**config.mk**
```make
export PLATFORM = sky130hd
export DESIGN_NAME = pid_tlb
export DESIGN_NICKNAME = d
export VERILOG_FILES = /design/src/rtl/tlb_pkg.sv /design/src/rtl/tlb_tag_match.sv /design/src/rtl/tlb_victim.sv /design/src/rtl/pid_tlb.sv
export SDC_FILE = /design/constraint.sdc
export NUM_CORES = 2
export LEC_CHECK = 0
export BUFFER_PORTS_ARGS = -buffer_cell sky130_fd_sc_hd__buf_2
export CORE_UTILIZATION = 39
export DETAILED_ROUTE_END_ITERATION = 10
export GPL_TIMING_DRIVEN = 0
export HOLD_SLACK_MARGIN = 0.06
export PLACE_DENSITY = 0.63
export SYNTH_ARGS = -nofsm -noshare
export SYNTH_HDL_FRONTEND = slang
export SYNTH_SLANG_ARGS = --single-unit
```
**constraint.sdc**
```tcl
create_clock -name clk -period 5.6 [get_ports clk]
set_clock_uncertainty 0.1 [all_clocks]
set_input_delay 1.12 -clock clk [delete_from_list [all_inputs] [get_ports clk]]
set_output_delay 1.12 -clock clk [all_outputs]
set_load 0.02 [all_outputs]
```
**src/rtl/tlb_pkg.sv**
```systemverilog
// Shared definitions for the process-tagged TLB.
// Assumes rights are three bits: load, store, fetch at bit positions 0, 1, 2.
package tlb_pkg;

    typedef enum logic [1:0] {
        ACC_LOAD  = 2'd0,
        ACC_STORE = 2'd1,
        ACC_FETCH = 2'd2,
        ACC_RSVD  = 2'd3
    } acc_e;

    localparam int RIGHT_LD = 0;
    localparam int RIGHT_ST = 1;
    localparam int RIGHT_EX = 2;
    localparam int RIGHTS_W = 3;

    // Decide whether a rights field allows an access kind.
    function automatic logic access_allowed(input logic [RIGHTS_W-1:0] rights,
                                            input logic [1:0] acc);
        case (acc)
            ACC_LOAD:  return rights[RIGHT_LD];
            ACC_STORE: return rights[RIGHT_ST];
            ACC_FETCH: return rights[RIGHT_EX];
            default:   return 1'b0;
        endcase
    endfunction

endpackage

```
**src/rtl/tlb_tag_match.sv**
```systemverilog
// Parallel tag comparator: one match line per entry.
// An entry matches when it is valid and both page number and process label agree.
// Purely combinational; the caller decides what a match means.
module tlb_tag_match #(
    parameter int N     = 16,
    parameter int VPN_W = 20,
    parameter int PID_W = 8
) (
    input  logic [N-1:0]            valid,
    input  logic [N-1:0][VPN_W-1:0] tab_vpn,
    input  logic [N-1:0][PID_W-1:0] tab_pid,
    input  logic [VPN_W-1:0]        key_vpn,
    input  logic [PID_W-1:0]        key_pid,
    output logic [N-1:0]            match
);

    // One comparator per entry.
    for (genvar g = 0; g < N; g++) begin : g_cmp
        assign match[g] = valid[g] && (tab_vpn[g] == key_vpn) && (tab_pid[g] == key_pid);
    end

endmodule

```
**src/rtl/tlb_victim.sv**
```systemverilog
// Replacement selector: reports the lowest invalid entry and keeps a
// round-robin pointer that advances only when the caller uses it.
// Assumes N is at least 2.
module tlb_victim #(
    parameter int N     = 16,
    parameter int IDX_W = $clog2(N)
) (
    input  logic             clk,
    input  logic             rst_n,
    input  logic [N-1:0]     valid,
    input  logic             take_rr,
    output logic             any_free,
    output logic [IDX_W-1:0] free_idx,
    output logic [IDX_W-1:0] rr_idx
);

    localparam logic [IDX_W-1:0] LAST = IDX_W'(N - 1);

    // Priority search for the lowest-numbered invalid entry.
    always_comb begin
        any_free = ~&valid;
        free_idx = '0;
        for (int i = N - 1; i >= 0; i--) begin
            if (!valid[i]) free_idx = IDX_W'(i);
        end
    end

    // Round-robin pointer, advanced only on a replacement of a live entry.
    always_ff @(posedge clk) begin
        if (!rst_n)       rr_idx <= '0;
        else if (take_rr) rr_idx <= (rr_idx == LAST) ? '0 : rr_idx + 1'b1;
    end

endmodule

```
**src/rtl/pid_tlb.sv**
```systemverilog
// Process-tagged fully associative TLB.
// A lookup is matched combinationally against the current table and its
// result is registered, so updates in the same cycle are not visible to it.
// Update priority: flush, then shootdown, then fill. Fills never create
// duplicates, so at most one entry matches any page/process pair.
module pid_tlb #(
    parameter int ENTRIES = 16,
    parameter int VPN_W   = 20,
    parameter int PFN_W   = 20,
    parameter int PID_W   = 8
) (
    input  logic             clk,
    input  logic             rst_n,
    input  logic             lk_valid,
    input  logic [VPN_W-1:0] lk_vpn,
    input  logic [PID_W-1:0] lk_pid,
    input  logic [1:0]       lk_acc,
    output logic             res_hit,
    output logic             res_miss,
    output logic             res_fault,
    output logic [PFN_W-1:0] res_pfn,
    output logic [2:0]       res_perm,
    input  logic             fill_en,
    input  logic [VPN_W-1:0] fill_vpn,
    input  logic [PID_W-1:0] fill_pid,
    input  logic [PFN_W-1:0] fill_pfn,
    input  logic [2:0]       fill_perm,
    input  logic             shoot_en,
    input  logic [VPN_W-1:0] shoot_vpn,
    input  logic [PID_W-1:0] shoot_pid,
    input  logic             flush_en
);
    import tlb_pkg::*;

    localparam int IDX_W = $clog2(ENTRIES);

    logic [ENTRIES-1:0]                valid_q;
    logic [ENTRIES-1:0][VPN_W-1:0]     vpn_q;
    logic [ENTRIES-1:0][PID_W-1:0]     pid_q;
    logic [ENTRIES-1:0][PFN_W-1:0]     pfn_q;
    logic [ENTRIES-1:0][RIGHTS_W-1:0]  perm_q;

    logic [ENTRIES-1:0] lk_match, fill_match, shoot_match;
    logic               lk_any, lk_ok, fill_dup, any_free, do_fill, do_shoot, take_rr;
    logic [PFN_W-1:0]   sel_pfn;
    logic [RIGHTS_W-1:0] sel_perm;
    logic [IDX_W-1:0]   dup_idx, free_idx, rr_idx, wr_idx;

    tlb_tag_match #(.N(ENTRIES), .VPN_W(VPN_W), .PID_W(PID_W)) u_lk_match (
        .valid(valid_q), .tab_vpn(vpn_q), .tab_pid(pid_q),
        .key_vpn(lk_vpn), .key_pid(lk_pid), .match(lk_match));

    tlb_tag_match #(.N(ENTRIES), .VPN_W(VPN_W), .PID_W(PID_W)) u_fill_match (
        .valid(valid_q), .tab_vpn(vpn_q), .tab_pid(pid_q),
        .key_vpn(fill_vpn), .key_pid(fill_pid), .match(fill_match));

    tlb_tag_match #(.N(ENTRIES), .VPN_W(VPN_W), .PID_W(PID_W)) u_shoot_match (
        .valid(valid_q), .tab_vpn(vpn_q), .tab_pid(pid_q),
        .key_vpn(shoot_vpn), .key_pid(shoot_pid), .match(shoot_match));

    tlb_victim #(.N(ENTRIES), .IDX_W(IDX_W)) u_victim (
        .clk(clk), .rst_n(rst_n), .valid(valid_q), .take_rr(take_rr),
        .any_free(any_free), .free_idx(free_idx), .rr_idx(rr_idx));

    // Merge the (at most one) matching lookup entry into frame and rights.
    always_comb begin
        sel_pfn  = '0;
        sel_perm = '0;
        for (int i = 0; i < ENTRIES; i++) begin
            if (lk_match[i]) begin
                sel_pfn  = sel_pfn  | pfn_q[i];
                sel_perm = sel_perm | perm_q[i];
            end
        end
        lk_any = |lk_match;
        lk_ok  = access_allowed(sel_perm, lk_acc);
    end

    // Choose the fill slot: existing match, else lowest free, else round-robin.
    always_comb begin
        dup_idx = '0;
        for (int i = 0; i < ENTRIES; i++) begin
            if (fill_match[i]) dup_idx = IDX_W'(i);
        end
        fill_dup = |fill_match;
        do_shoot = shoot_en && !flush_en;
        do_fill  = fill_en && !flush_en && !shoot_en;
        take_rr  = do_fill && !fill_dup && !any_free;
        if (fill_dup)      wr_idx = dup_idx;
        else if (any_free) wr_idx = free_idx;
        else               wr_idx = rr_idx;
    end

    // Register the lookup outcome from the pre-update table.
    always_ff @(posedge clk) begin
        if (!rst_n) begin
            res_hit   <= 1'b0;
            res_miss  <= 1'b0;
            res_fault <= 1'b0;
            res_pfn   <= '0;
            res_perm  <= '0;
        end else begin
            res_hit   <= lk_valid && lk_any && lk_ok;
            res_fault <= lk_valid && lk_any && !lk_ok;
            res_miss  <= lk_valid && !lk_any;
            res_pfn   <= (lk_valid && lk_any) ? sel_pfn  : '0;
            res_perm  <= (lk_valid && lk_any) ? sel_perm : '0;
        end
    end

    // Apply at most one table update per cycle by priority.
    always_ff @(posedge clk) begin
        if (!rst_n) begin
            valid_q <= '0;
            vpn_q   <= '0;
            pid_q   <= '0;
            pfn_q   <= '0;
            perm_q  <= '0;
        end else if (flush_en) begin
            valid_q <= '0;
        end else if (do_shoot) begin
            valid_q <= valid_q & ~shoot_match;
        end else if (do_fill) begin
            valid_q[wr_idx] <= 1'b1;
            vpn_q[wr_idx]   <= fill_vpn;
            pid_q[wr_idx]   <= fill_pid;
            pfn_q[wr_idx]   <= fill_pfn;
            perm_q[wr_idx]  <= fill_perm;
        end
    end

endmodule

```
Yosys cells after proc, flatten, opt, wreduce, memory -nomap -nowiden
Index checks and enable logic that the tools add are counted.
{ "totals": {"regBits": 862, "out_inout_bits": 26, "elab_cells": 409} }
{ "classes": {"add_sub_neg": 1, "order_cmp": 2, "n_eq_ne": 99, "n_mux": 81, "bitwise": 36, "n_reduce_logical": 119} }
{ "op_table": {"columns": ["operator", "n"], "rows": [
  ["$eq 20x20->1", 48],
  ["$bwmux 320", 2],
  ["$eq 8x8->1", 48],
  ["$mux 20", 17],
  ["$or 20x20->20", 15],
  ["$mux 4", 33],
  ["$bwmux 128", 1],
  ["$logic_and 1x1->1", 106],
  ["$demux 20 s4", 1],
  ["$mux 3", 17],
  ["$bwmux 48", 1],
  ["$or 3x3->3", 15],
  ["$demux 8 s4", 1],
  ["$mux 16", 2],
  ["$reduce_or 16->1", 2],
  ["$and 16x16->16", 1],
  ["$not 16->16", 1],
  ["$or 16x16->16", 1],
  ["$reduce_and 16->1", 1],
  ["$demux 3 s4", 1],
  ["$mux 8", 1],
  ["$logic_not 1->1", 5],
  ["$lt 4x5->1 const B", 1],
  ["$add 4x1->4 const B", 1],
  ["other kinds (13)", 16]
]} }

Depth between registers and ports, before layout
{ "depth": {"depth_word": 37, "mapped_depth": 16, "mapped_depth_nobuf": 10} }

By module
From an unflattened synthesis, not the netlist that was laid out.
{ "unflattened": {"hier_cells": 5868, "area_unflattened_um2": 51866.0} }
{ "modules_own_cells": {"columns": ["module", "n_inst", "cells_per_inst", "area_each_um2", "seq_area_each_um2"], "rows": [
  ["pid_tlb", 1, 3822, 35356.4, 17176.5],
  ["tlb_tag_match", 3, 664, 5387.7, 0.0],
  ["tlb_victim", 1, 54, 346.6, 80.1]
]} }

Least setup slack after synthesis
No wires, ideal clock.
{ "synth_path": {"path_kind": "input to register", "start": "input fill_vpn[19]", "end": "register perm_q[15] (netlist name)", "arrival_ps": 3907, "required_time_ps": 5372, "slack_ps": 1465, "stages": 15, "path_buffers": 5, "cell_sequence": "buf_2 -> buf_4 -> buf_2 -> xnor2_1 -> nand4_1 -> nor4_1 -> nand4_1 -> a221oi_1 -> a311o_1 -> nand4_1 -> a2111oi_0 -> buf_4 -> buf_6 -> mux2i_1 -> nor2_1"} }
{ "synth_between": {"elab_chain_cells": 24, "elab_cells_between_ends": 71} }
{ "synth_rtl": {"columns": ["item", "line", "rtl"], "rows": [
  ["start, declared", "pid_tlb.sv:24", "input logic [VPN_W-1:0] fill_vpn,"],
  ["$eq 20x20->1", "tlb_tag_match.sv:19", "assign match[g] = valid[g] && (tab_vpn[g] == key_vpn) && (tab_pid[g] == key_pid);"],
  ["$logic_and 1x1->1 (2 in a row)", "tlb_tag_match.sv:19", null],
  ["$mux 1", "pid_tlb.sv:83", "if (fill_match[i]) dup_idx = IDX_W'(i);"],
  ["$mux 4 (14 in a row)", "pid_tlb.sv:83", null],
  ["$mux 4 *", "pid_tlb.sv:89", "if (fill_dup) wr_idx = dup_idx;"],
  ["$lt 4x5->1 (implied by the code) / $ge 4x1->1 (equally long branches)", "pid_tlb.sv:128", "perm_q[wr_idx] <= fill_perm;"],
  ["$logic_and 1x1->1 (implied by the code)", "pid_tlb.sv:128", null],
  ["$mux 3 (implied by the code)", "pid_tlb.sv:128", null],
  ["$demux 3 s4 *", "pid_tlb.sv:128", null],
  ["$bwmux 48 *", "pid_tlb.sv:128", null],
  ["end signal, assigned by index", "pid_tlb.sv:128", null],
  ["end, declared", "pid_tlb.sv:41", "logic [ENTRIES-1:0][RIGHTS_W-1:0] perm_q;"]
]} }
Every way passes the cells marked *; elsewhere a longest branch is shown, timed or not.
A chain may end at the register's enable or synchronous reset.

Worst setup path after layout
{ "layout_path": {"start": "input lk_vpn[12]", "end": "register res_pfn[18]"} }
{ "layout_between": {"elab_chain_cells": 34, "elab_cells_between_ends": 82} }
{ "layout_rtl": {"columns": ["item", "line", "rtl"], "rows": [
  ["start, declared", "pid_tlb.sv:15", "input logic [VPN_W-1:0] lk_vpn,"],
  ["$eq 20x20->1", "tlb_tag_match.sv:19", null],
  ["$logic_and 1x1->1 (2 in a row)", "tlb_tag_match.sv:19", null],
  ["$mux 20", "pid_tlb.sv:70", "if (lk_match[i]) begin"],
  ["$or 20x20->20", "pid_tlb.sv:71", "sel_pfn = sel_pfn | pfn_q[i];"],
  ["$mux 20", "pid_tlb.sv:70", null],
  ["$or 20x20->20", "pid_tlb.sv:71", null],
  ["$mux 20", "pid_tlb.sv:70", null],
  ["$or 20x20->20", "pid_tlb.sv:71", null],
  ["[... 17 more ...]", null, null],
  ["$or 20x20->20", "pid_tlb.sv:71", null],
  ["$mux 20", "pid_tlb.sv:70", null],
  ["$or 20x20->20", "pid_tlb.sv:71", null],
  ["$mux 20", "pid_tlb.sv:70", null],
  ["$or 20x20->20", "pid_tlb.sv:71", null],
  ["$mux 20", "pid_tlb.sv:70", null],
  ["$or 20x20->20", "pid_tlb.sv:71", null],
  ["$mux 20", "pid_tlb.sv:70", null],
  ["end signal, assigned", "pid_tlb.sv:106", "res_pfn <= (lk_valid && lk_any) ? sel_pfn : '0;"],
  ["end, declared", "pid_tlb.sv:21", "output logic [PFN_W-1:0] res_pfn,"]
]} }
Several ways; a longest one is shown, not always the timed one.

==> results.json <==
{
  "ir_drop_mv": 0.268,
  "route.detailed.drc": 0,
  "multi_input_area_um2": 30400,
  "grt_usage": 0.478,
  "clkSinkCount": 862,
  "netlist-cell-type-count": 63,
  "hp-start": "pfn_q[220]$_SDFFE_PN0P_",
  "timing.rr.end": "res_pfn[18]$_SDFF_PN0_",
  "relSlewSlack": -0.123,
  "final_common_cell": "dfxtp_1",
  "cts_buffer_depth": 3,
  "gp_routability_congestion": 1.09,
  "rsz0062_at_grt": "false",
  "start_util": 0.395,
  "muxShareOfSynthArea": 0.123,
  "synth_edf_count": 0,
  "worstPathArrival_ps": 6520,
  "holdBufCountCts": 0,
  "yosysTopAreaCell": "dfxtp_1",
  "netlist_instances": 5679,
  "endpoint_kind": "register",
  "htreeDepth": 3,
  "num_vias": 51000,
  "async_flop_share": 0,
  "period_share": 1.07,
  "die_area_um2": 129000,
  "syn_avg_cell_area_um2": 8.79,
  "timing.hold.worst.class": "register to register",
  "ys_seq_elements": 862,
  "worstPathRequired_ps": 6130,
  "grt_pass1_wl_um": 419000,
  "crit_chain": "clkdlybuf4s15_1 > buf_8 > clkbuf_2 > xor2_1 > nor4_1 > nand4_1 > nor4_2 > buf_4 > clkdlybuf4s15_1 > clkbuf_2 > a222oi_1 > nand3_1 > a21oi_1 > a31oi_1",
  "hold_ws_ps": 358,
  "r2r_start": "pid_q[115]$_SDFFE_PN0P_",
  "hold_end": "pfn_q[220]$_SDFFE_PN0P_",
  "wl_per_cell_um": 42.5,
  "cts_root_buf": "clkbuf_16",
  "r2r_setup_slack_ps": 470,
  "clk-insertion-delay-late_ps": 790,
  "port_buffers": 32,
  "gr-total-overflow": 0,
  "crit_type": "input port to register",
  "synth_top_family_by_area": "XOR/XNOR gates",
  "leakage_nw": 22.2,
  "dpl.hpwl_um": 223000,
  "violations": "capacitance limit, slew limit, setup timing",
  "seq_area_um2": 17300,
  "num-fill-cells": 12600,
  "hold_depth": 2,
  "cp_slowest_cell": "clkdlybuf4s15_1",
  "nets": 5958,
  "ff2ff_path_depth": 11,
  "worstPathMaxFanout": 11,
  "drt_wl_total_um": 322000,
  "grt_pass1_vias": 46200,
  "outcome": "finished, violations left",
  "period_minus_slack_ps": 5990,
  "final_util": 0.447,
  "vias_per_cell": 6.72,
  "row_count": 130,
  "yosys.area_share.simple": 0.162,
  "startpoint_type": "input port",
  "mostFrequentLayoutCells": "dfxtp_1 (862), xnor2_1 (678), xor2_1 (661), mux2i_1 (614), nand2_1 (540)",
  "antenna_found_initial": 14,
  "dieWidth_um": 360,
  "fmax_mhz": 167,
  "die_y_um": 360,
  "tightest_slew_ps": 1680,
  "finalSetupViolCount": 332,
  "drv_slew": 39,
  "cts_tree": "done",
  "drtIter0Drc": 9218,
  "yosysTopAreaCellShare": 0.346,
  "cp_slowest_stage_delay_ps": 920,
  "synth_seq_area_share": 0.346,
  "drt_first_pass_iters": 6,
  "worstSetupStartpoint": "lk_vpn[12]",
  "finalSetupTns_ps": -22870,
  "yosys_warnings": 0,
  "detail-route-antenna-nets": 0,
  "drv_cap": 4,
  "synth-adder-area-share": 0.000251,
  "synthToLayoutAreaGrowth_pct": 13.1,
  "place_ws_ps": -1890,
  "cts.clk_slew.worst_paths_ps": 60,
  "synth.top_cells.by_area": "dfxtp_1 (35%), mux2i_1 (12%), xnor2_1 (12%), xor2_1 (12%), nand2_1 (4.1%)",
  "setup_ws_ps": -388,
  "synth_area_um2": 49900,
  "drive_gt1_frac": 0.0959,
  "synth_compound_area_frac": 0.0858,
  "synth_fp_nets": 5795,
  "p_per_area_nw_per_um2": 272,
  "synth_top_flop_cell": "dfxtp_1",
  "ioPinCount": 141,
  "grt_max_degree": 20,
  "placeableCoreArea_um2": 126000,
  "numCtsBuffers": 99,
  "synth_xor_area_frac": 0.235,
  "hold_viol_final": 0
}
==> stage by stage <==
step	power, mW	cell area (um2)	std cells
detailed placement	8.07	52600	7389
finish	15.4	56500	7583
CTS	15.1	56300	7570
global placement	8.07	52100	7361
floorplan	7.16	49900	5679
global route	15.5	56400	7571
==> what timing repair did <==
| action | in CTS | in global routing |
|---|---|---|
| pin swaps | 2 | 1 |
| setup endpoints to repair | 640 | 303 |
| gates resized for setup | 54 | 31 |
| setup buffers | 4 | 0 |
==> worst max-delay path by stage <==
stage	end	slack, ps	depth (start not counted)
after floorplan	perm_q[15]$_SDFFE_PN0P_	1470	15
after global placement	res_pfn[18]$_SDFF_PN0_	-4560	9
after detailed placement	res_pfn[18]$_SDFF_PN0_	-1890	12
after CTS	pid_q[94]$_SDFFE_PN0P_	30	14
after global routing	res_pfn[18]$_SDFF_PN0_	40	14
final	res_pfn[18]$_SDFF_PN0_	-390	14
==> state kept, by name, indices dropped and copies added, names as in the netlist <==
name and cells:
valid_q 16, res_perm 3, res_pfn 20, res_fault 1, pfn_q 320, u_victim.rr_idx 4, pid_q 128, res_hit 1
perm_q 48, vpn_q 320, res_miss 1
==> cells in the mapped netlist (all sizes together), types with 9 or more instances <==
cell type  count
dfxtp        862
nand2        543
mux2i        614
nand3        275
nor3          38
xor2         661
nor4         215
nand4        271
and2           9
o21ai        219
inv           12
nor3b         11
clkbuf       317
a221oi        56
and3          15
a22oi         50
a22o          47
a222oi        18
a31oi         23
xnor2        678
a21oi        237
buf          197
or2           12
nor2         222
o41ai         13
==> layer usage <==
layer | global-route usage | share of wire | vias to the layer above
met2 | 0.657 | 0.39 | 4822
met5 | 0 | 0.00011 | -
li1 | - | - | 20100
met1 | 0.575 | 0.36 | 24600
met3 | 0.198 | 0.15 | 1427
met4 | 0.401 | 0.10 | 6
==> cells by family after synthesis <==
kind of cell,Yosys count
multiplexers,614
XOR/XNOR,1339
buffers and inverters,526
flip-flops,862
AO/OA/AOI/OAI,694
adder cells (fa/ha/maj),1
AND/OR/NAND/NOR,1643
==> power breakdown <==
| part | internal, mW | switching [mW] | total (mW) |
|---|---|---|---|
| sequential | 6.14 | 0.0255 | 6.17 |
| clock | 4.13 | 3.10 | 7.23 |
| combinational | 0.412 | 1.55 | 1.96 |
| total | 10.7 | 4.67 | 15.4 |
==> area by class of cell <==
cell class	instances	share of cell area
Clock buffer	135	0.0502
Buffer	509	0.0454
Inverter	12	0.000798
Sequential cell	862	0.306
Timing Repair Buffer	67	0.00957
Antenna cell	12	0.000532
Tap cell	1650	0.0366
Clock inverter	45	0.0126
Multi-Input combinational cell	4291	0.539
==> worst max-delay path: cells and delay by family <==
kind / cells / cell delay [ps]
buf+inv: 6 / 3420
xor+xnor: 1 / 340
simple gates: 4 / 920
compound gates: 3 / 680
Power figures use the tool's default switching activity.
